**src/rtl/bw_pkg.sv**
```systemverilog
package bw_pkg;
  localparam int CMD_W = 3;

  typedef enum logic [CMD_W-1:0] {
    CMD_IDLE     = 3'd0,
    CMD_WRITE    = 3'd1,
    CMD_BLOCK    = 3'd2,
    CMD_LD_COLOR = 3'd3,
    CMD_LD_MASK  = 3'd4
  } cmd_e;

  function automatic logic cmd_is_write(input logic [CMD_W-1:0] c);
    return (c == CMD_WRITE) || (c == CMD_BLOCK);
  endfunction
endpackage

```
**src/rtl/bw_persist_regs.sv**
```systemverilog
module bw_persist_regs #(
  parameter int DATA_W = 4
) (
  input  logic              clk,
  input  logic              rst_n,
  input  logic              load_color,
  input  logic              load_mask,
  input  logic [DATA_W-1:0] din,
  output logic [DATA_W-1:0] color_q,
  output logic [DATA_W-1:0] mask_q
);
  always_ff @(posedge clk) begin
    if (!rst_n) begin
      color_q <= '0;
      mask_q  <= '1;
    end else begin
      if (load_color) color_q <= din;
      if (load_mask)  mask_q  <= din;
    end
  end

  // the colour register takes the load value
  assert_color_load_R2: assert property (@(posedge clk) disable iff (!rst_n)
    load_color |=> (color_q == $past(din)));
  // the colour register holds without a load
  assert_color_hold_R2: assert property (@(posedge clk) disable iff (!rst_n)
    !load_color |=> $stable(color_q));
  // the mask persists without a load
  assert_mask_hold_R3: assert property (@(posedge clk) disable iff (!rst_n)
    !load_mask |=> $stable(mask_q));
endmodule

```
**src/rtl/bw_col_select.sv**
```systemverilog
module bw_col_select
  import bw_pkg::*;
#(
  parameter int LANES = 4,
  localparam int SEL_W = $clog2(LANES)
) (
  input  logic [CMD_W-1:0] cmd,
  input  logic [SEL_W-1:0] lane_sel,
  input  logic [LANES-1:0] din,
  output logic             is_wr,
  output logic             is_block,
  output logic [LANES-1:0] col_en
);
  function automatic logic [LANES-1:0] lane_onehot(input logic [SEL_W-1:0] s);
    logic [LANES-1:0] r;
    r = '0;
    r[s] = 1'b1;
    return r;
  endfunction

  always_comb begin
    is_wr    = cmd_is_write(cmd);
    is_block = (cmd == CMD_BLOCK);
    if (cmd == CMD_WRITE)      col_en = lane_onehot(lane_sel);
    else if (cmd == CMD_BLOCK) col_en = din;
    else                       col_en = '0;
  end
endmodule

```
**src/rtl/bw_lane.sv**
```systemverilog
module bw_lane #(
  parameter int DATA_W = 4
) (
  input  logic              lane_en,
  input  logic [DATA_W-1:0] src,
  input  logic [DATA_W-1:0] old,
  input  logic [DATA_W-1:0] eff_mask,
  output logic [DATA_W-1:0] bit_en,
  output logic [DATA_W-1:0] data
);
  function automatic logic [DATA_W-1:0] merge_bits(
    input logic [DATA_W-1:0] prev, input logic [DATA_W-1:0] nxt,
    input logic [DATA_W-1:0] sel);
    return (nxt & sel) | (prev & ~sel);
  endfunction

  always_comb begin
    bit_en = lane_en ? eff_mask : '0;
    data   = merge_bits(old, src, bit_en);
  end
endmodule

```
**src/rtl/vram_block_write_unit.sv**
```systemverilog
module vram_block_write_unit
  import bw_pkg::*;
#(
  parameter int DATA_W = 4,
  parameter int ADDR_W = 9
) (
  input  logic                       clk,
  input  logic                       rst_n,
  input  logic [CMD_W-1:0]           cmd_i,
  input  logic                       mask_en_i,
  input  logic [ADDR_W-1:0]          col_addr_i,
  input  logic [DATA_W-1:0]          din_i,
  input  logic [DATA_W*DATA_W-1:0]   old_data_i,
  output logic                       wr_valid_o,
  output logic [ADDR_W-1:0]          wr_base_o,
  output logic [DATA_W-1:0]          col_en_o,
  output logic [DATA_W*DATA_W-1:0]   bit_en_o,
  output logic [DATA_W*DATA_W-1:0]   wr_data_o
);
  localparam int LANES = DATA_W;
  localparam int SEL_W = $clog2(LANES);
  localparam int GRP_W = LANES * DATA_W;

  function automatic logic [ADDR_W-1:0] align_base(input logic [ADDR_W-1:0] a);
    logic [ADDR_W-1:0] r;
    r = a;
    r[SEL_W-1:0] = '0;
    return r;
  endfunction

  function automatic logic [GRP_W-1:0] spread_cols(input logic [LANES-1:0] ce);
    logic [GRP_W-1:0] r;
    for (int l = 0; l < LANES; l++) r[l*DATA_W +: DATA_W] = {DATA_W{ce[l]}};
    return r;
  endfunction

  logic              load_color_w, load_mask_w;
  logic              is_wr_w, is_block_w;
  logic [LANES-1:0]  col_en_w;
  logic [DATA_W-1:0] color_w, mask_w, eff_mask_w, src_w;
  logic [GRP_W-1:0]  bit_en_w, data_w;

  assign load_color_w = (cmd_i == CMD_LD_COLOR);
  assign load_mask_w  = (cmd_i == CMD_LD_MASK);

  bw_persist_regs #(.DATA_W(DATA_W)) u_regs (
    .clk(clk), .rst_n(rst_n), .load_color(load_color_w), .load_mask(load_mask_w),
    .din(din_i), .color_q(color_w), .mask_q(mask_w));

  bw_col_select #(.LANES(LANES)) u_sel (
    .cmd(cmd_i), .lane_sel(col_addr_i[SEL_W-1:0]), .din(din_i),
    .is_wr(is_wr_w), .is_block(is_block_w), .col_en(col_en_w));

  assign eff_mask_w = mask_en_i ? mask_w : '1;
  assign src_w      = is_block_w ? color_w : din_i;

  for (genvar g = 0; g < LANES; g++) begin : g_lane
    bw_lane #(.DATA_W(DATA_W)) u_lane (
      .lane_en(col_en_w[g]), .src(src_w),
      .old(old_data_i[g*DATA_W +: DATA_W]), .eff_mask(eff_mask_w),
      .bit_en(bit_en_w[g*DATA_W +: DATA_W]), .data(data_w[g*DATA_W +: DATA_W]));
  end

  always_ff @(posedge clk) begin
    if (!rst_n) begin
      wr_valid_o <= 1'b0;
      wr_base_o  <= '0;
      col_en_o   <= '0;
      bit_en_o   <= '0;
      wr_data_o  <= '0;
    end else begin
      wr_valid_o <= is_wr_w;
      wr_base_o  <= align_base(col_addr_i);
      col_en_o   <= col_en_w;
      bit_en_o   <= bit_en_w;
      wr_data_o  <= data_w;
    end
  end

  // a result follows exactly the write commands
  assert_valid_follows_R9: assert property (@(posedge clk) disable iff (!rst_n)
    $past(rst_n) |-> (wr_valid_o == cmd_is_write($past(cmd_i))));
  // a normal write enables one column
  assert_single_column_R4: assert property (@(posedge clk) disable iff (!rst_n)
    ($past(rst_n) && $past(cmd_i) == CMD_WRITE) |-> $onehot(col_en_o));
  // unmasked writes enable whole columns
  assert_unmasked_full_R7: assert property (@(posedge clk) disable iff (!rst_n)
    ($past(rst_n) && !$past(mask_en_i)) |-> (bit_en_o == spread_cols(col_en_o)));
  // bits not enabled carry the old data
  assert_keep_old_R8: assert property (@(posedge clk) disable iff (!rst_n)
    $past(rst_n) |-> ((wr_data_o & ~bit_en_o) == ($past(old_data_i) & ~bit_en_o)));
endmodule

```
**config.mk**
```make
export PLATFORM = sky130hd
export DESIGN_NAME = vram_block_write_unit
export DESIGN_NICKNAME = d
export VERILOG_FILES = /design/src/rtl/bw_pkg.sv /design/src/rtl/bw_persist_regs.sv /design/src/rtl/bw_col_select.sv /design/src/rtl/bw_lane.sv /design/src/rtl/vram_block_write_unit.sv
export SDC_FILE = /design/constraint.sdc
export NUM_CORES = 1
export LEC_CHECK = 0
export BUFFER_PORTS_ARGS = -buffer_cell sky130_fd_sc_hd__buf_4
export CORE_ASPECT_RATIO = 0.9
export CORE_MARGIN = 2
export CORE_UTILIZATION = 40
export CTS_CLUSTER_DIAMETER = 30
export DETAILED_ROUTE_END_ITERATION = 16
export PLACE_DENSITY_LB_ADDON = 0.05
export SKIP_LAST_GASP = 1
export SYNTH_ARGS = -nofsm -noshare
export SYNTH_HDL_FRONTEND = slang
export SYNTH_HIERARCHICAL = 1
export SYNTH_SLANG_ARGS = --single-unit
```
**constraint.sdc**
```tcl
create_clock -name clk -period 5 [get_ports clk]
set_input_delay 1 -clock clk [delete_from_list [all_inputs] [get_ports clk]]
set_output_delay 1 -clock clk [all_outputs]
set_load 0.05 [all_outputs]
```
## Word-level counts from Yosys, hierarchy flattened

Cells that the tools add are included.

| operators by class | value |
|---|---|
| $lt $le $gt $ge | 2 |
| multiplexer cells | 10 |
| bitwise gates (word level) | 16 |
| equality and inequality tests | 4 |
| reduce and logical (&&, ||, !) cells | 2 |

Operator list:

| kind | count |
|---|---|
| 4-bit bitwise AND | 8 |
| 4-bit two-way mux | 8 |
| 4-bit NOT | 4 |
| 4-bit bitwise OR | 4 |
| 3-bit by 2-bit == test with 1-bit output, second input constant | 2 |
| 3-bit by 1-bit == test with 1-bit output, second input constant | 1 |
| 3-bit == test, second input constant | 1 |
| 2-bit by 3-bit less-than comparator with 1-bit output, second input constant | 1 |
| 1-bit demux with 2-bit select | 1 |
| 2-bit by 1-bit greater-or-equal comparator with 1-bit output, second input constant | 1 |
| 1-bit logical AND | 1 |
| 1-bit logical OR | 1 |
| 1-bit two-way mux | 1 |

| storage, ports and cells | value |
|---|---|
| bits in registers | 54 |
| output and inout port bits | 46 |
| bits of input ports | 35 |

## Depth between registers and ports, before layout

| depth | value |
|---|---|
| word-level depth | 9 |
| mapped depth | 6 |
| mapped depth without buffers | 5 |

## By module

Netlist, hierarchy kept.

Modules (own cells, without submodules):

| module | cells an instance | times used | area an instance (um^2) |
|---|---|---|---|
| vram_block_write_unit | 105 | 1 | 1336.3 |
| bw_lane | 8 | 4 | 95.1 |
| bw_persist_regs | 26 | 1 | 296.5 |
| bw_col_select | 17 | 1 | 125.1 |

## Worst setup path before layout

OpenSTA, ideal clock, no wires.

| timing | value |
|---|---|
| kind | input to register |
| start | input cmd_i[1] |
| end | register wr_data_o[0] |
| path buffers | 1 |
| setup slack | 2402 ps |
| data required time | 4884 ps |
| data arrival time | 2482 ps |
| cell stages on the path | 6 |
| cells stage by stage | buf_6 or4b_1 a21oi_1 and2_4 mux2_4 and2_2 |

| between the ends | value |
|---|---|
| word-level cells in the longest chain between the ends | 7 |
| elaborated cells between the ends (all ways) | 10 |

Ends and longest elaborated chain:

| item | line | source |
|---|---|---|
| start, declared | vram_block_write_unit.sv:9 | `input logic [CMD_W-1:0] cmd_i,` |
| 3-bit by 2-bit == test with 1-bit output | bw_col_select.sv:25 | `else if (cmd == CMD_BLOCK) col_en = din;` |
| 4-bit two-way mux | bw_col_select.sv:25 |  |
| 4-bit two-way mux * | bw_col_select.sv:24 | `if (cmd == CMD_WRITE) col_en = lane_onehot(lane_sel);` |
| net col_en_w[0] | vram_block_write_unit.sv:39 | `logic [LANES-1:0] col_en_w;` |
| 4-bit two-way mux * | bw_lane.sv:18 | `bit_en = lane_en ? eff_mask : '0;` |
| net bit_en_w[0] | vram_block_write_unit.sv:41 | `logic [GRP_W-1:0] bit_en_w, data_w;` |
| 4-bit NOT | bw_lane.sv:14 | `return (nxt & sel) \| (prev & ~sel);` |
| 4-bit bitwise AND | bw_lane.sv:14 |  |
| 4-bit bitwise OR * | bw_lane.sv:14 |  |
| net data_w[0] | vram_block_write_unit.sv:41 |  |
| end signal, assigned | vram_block_write_unit.sv:76 | `wr_data_o <= data_w;` |
| end, declared | vram_block_write_unit.sv:18 | `output logic [DATA_W*DATA_W-1:0] wr_data_o` |

Mark *: on every way through the listed nets, which the timed path passes. The rest lies on a longest branch.
A chain may end at the register's enable or synchronous reset.

## Final worst setup path

| timing | value |
|---|---|
| start | input col_addr_i[1] |
| end | register wr_data_o[0] |

| between the ends | value |
|---|---|
| word-level cells in the longest chain between the ends | 9 |
| elaborated cells between the ends (all ways) | 11 |

Ends and longest elaborated chain:

| item | line | source |
|---|---|---|
| start, declared | vram_block_write_unit.sv:11 | `input logic [ADDR_W-1:0] col_addr_i,` |
| 2-bit by 3-bit less-than comparator with 1-bit output (implied by the code) / 2-bit by 1-bit greater-or-equal comparator with 1-bit output (equally long branches) | bw_col_select.sv:17 | `r[s] = 1'b1;` |
| 1-bit logical AND (implied by the code) | bw_col_select.sv:17 |  |
| 1-bit two-way mux (implied by the code) | bw_col_select.sv:17 |  |
| 1-bit demux with 2-bit select * | -- |  |
| 4-bit two-way mux * | bw_col_select.sv:24 |  |
| net col_en_w[0] | vram_block_write_unit.sv:39 |  |
| 4-bit two-way mux * | bw_lane.sv:18 |  |
| net bit_en_w[0] | vram_block_write_unit.sv:41 |  |
| 4-bit NOT | bw_lane.sv:14 |  |
| 4-bit bitwise AND | bw_lane.sv:14 |  |
| 4-bit bitwise OR * | bw_lane.sv:14 |  |
| net data_w[0] | vram_block_write_unit.sv:41 |  |

Marks and branches as above.

==> flow_summary.json <==
{
  "yosysTopAreaCellShare_pct": 48.7,
  "synth_cells": 180,
  "cts_made_buffers": 5,
  "cp-end-kind": "flop",
  "synth_largest_area_cell": "dfxtp_1",
  "clk_latency_ns": 0.30,
  "ios": 81,
  "post_cts_buffers": 0,
  "cap_violations": 0,
  "crit_type": "primary input to flop",
  "seq_area_frac_synth_pct": 48.7,
  "grt_first_pass_wirelength_um": 6670,
  "drv_slew": 0,
  "area_growth_pct": 32.7,
  "required_ns": 5.21,
  "synth.area.top_cells": "dfxtp_1 (49%), and2_2 (15%), mux2_4 (11%), and2_4 (6.6%), mux2i_1 (3.7%)",
  "crit_arrival_ns": 2.69,
  "grt_max_degree": 53,
  "cts_hold_buf": 0,
  "slew_headroom_pct": 51.5,
  "layout_commonest_cell": "buf_4",
  "ir_worst_vdd_mv": 0.194,
  "wl_um": 4310,
  "drc": 0,
  "power_uw": 843,
  "post-dp-hpwl_um": 3130,
  "fin_setup_tns_ns": 0,
  "cts_sinks": 52,
  "finalSetupViolCount": 0,
  "drive_gt1_share_pct": 64.0,
  "chipHeight_um": 73.4,
  "hold_viol_final": 0,
  "worst_setup_path_start_kind": "primary input",
  "synth_seq_cells": 52,
  "crit_chain": "buf_4, or4b_1, a21oi_1, and2_4, mux2_4, and2_2",
  "n_antenna_cell": 0,
  "grt.overflow.total": 0,
  "h-tree-depth": 2,
  "path_clk_slew_ns": 0.09,
  "rows": 25,
  "powerDensity_nw_per_um2": 297,
  "clock.fmax_mhz": 403,
  "period_minus_slack_ns": 2.48,
  "viasPerCell": 4.41,
  "cts_root_buf": "clkbuf_8",
  "antenna_found_initial": 0,
  "gp_congestion": 0.724,
  "skew_ns": 0.00488,
  "grt_usage_pct": 15.2,
  "yosysUniqueCellTypes": 22,
  "port_buffers": 78,
  "dieArea_um2": 5950,
  "dr_total_vias": 1432,
  "final_cell_mix": "buf_4 (78), dfxtp_1 (52), and2_2 (44)",
  "initial_utilization_pct": 41.2,
  "drt-pass1-iter-count": 3,
  "synth_warnings": 6,
  "min_period_over_period_pct": 49.7,
  "hp-class": "flop to flop",
  "cts_tree": "done",
  "cpPeakStageDelay_ns": 0.51,
  "crit_path_max_fanout": 5,
  "ant_nets": 0,
  "worst_pin_slew_ns": 0.726,
  "rsz0062_at_grt": "false",
  "outcome": "complete, no violations",
  "avgRoutedWirePerCell_um": 13.3,
  "nets": 292,
  "cp_slowest_cell": "or4b_1",
  "drt-initial-drc-count": 63,
  "power_leakage_nw": 1.30,
  "synthesis.area_um2": 2140,
  "cts_resized": 0,
  "die_w_um": 81.1,
  "grt_pass1_vias": 1355,
  "avgSynthCellArea_um2": 11.9,
  "core_area_um2": 5190,
  "cts_buffer_depth": 2
}
[registers in the layout, indices dropped and copies added (netlist names)]
name	cells
u_regs/mask_q	4
wr_valid_o	1
col_en_o	4
wr_base_o	7
wr_data_o	16
bit_en_o	16
u_regs/color_q	4
[layout make-up]
cell class | instances | area, um^2
clock buffers | 6 | 72.6
clock inverters | 2 | 16.3
fillers | 500 | 2350
multi-input cells | 120 | 1040
flip-flops and latches | 52 | 1040
well taps | 67 | 83.8
repair buffers | 78 | 586
[synth_stat cells, drive strengths merged]
master,instances
mux2,20
and3b,1
nand2,4
or4b,1
nor2b,4
nand4bb,2
nand2b,5
dfxtp,52
mux2i,8
nor2,1
a21oi,5
clkbuf,5
buf,4
and2,60
or2b,1
nor3b,1
nand3b,4
nand4b,1
conb,1
[report_power, final]
part           internal, mW  switching [mW]  leakage (nW)
Sequential            0.432         0.00500         0.427
Combinational        0.0753          0.0955         0.830
Clock                0.0997           0.136        0.0414
[per-stage QoR]
step | cell area [um^2] | setup WS [ns] | instances | hold WS [ns] | utilization (%)
final | 2840 | 2.52 | 325 | 0.470 | 54.7
after global routing | 2840 | 2.44 | 325 | 0.502 | 54.7
after CTS | 2840 | 2.50 | 325 | 0.472 | 54.7
after detailed placement | 2750 | 2.16 | 317 | 0.447 | 52.9
after global placement | 2750 | 2.16 | 317 | 0.445 | 52.9
after floorplan | 2140 | 2.40 | 181 | 0.431 | -
[critical path: cells and delay by family]
kind	cells	cell delay, ns
and+or+nand+nor	3	0.92
buffers and inverters	1	0.12
muxes	1	0.29
AOI/OAI and AO/OA	1	0.36
[routing by layer]
| layer | track usage [%] | part of all wire, % | up-vias |
|---|---|---|---|
| li1 | - | - | 732 |
| met1 | 20.2 | 47 | 645 |
| met2 | 23.0 | 44 | 46 |
| met3 | 4.67 | 7.1 | 9 |
| met4 | 6.21 | 1.4 | 0 |
| met5 | 0 | 0 | - |
[kinds of logic after synthesis]
kind of cell / synth area share (%)
mux: 17.1
simple gates: 30.0
flops: 48.7
buf+inv: 2.93
compound gates: 1.17
other cells: 0.175
[worst paths after layout]
check	from	endpoint	slack [ns]	depth (start not counted)
worst max register to register	u_regs/mask_q[1]	wr_data_o[9]	3.69	4
worst min-delay path	u_regs/mask_q[0]	u_regs/mask_q[0]	0.47	2
worst min register to register	u_regs/mask_q[0]	u_regs/mask_q[0]	0.47	2
worst max-delay path	col_addr_i[1]	wr_data_o[0]	2.52	6
No activity file was read; power rests on OpenSTA's default activity.
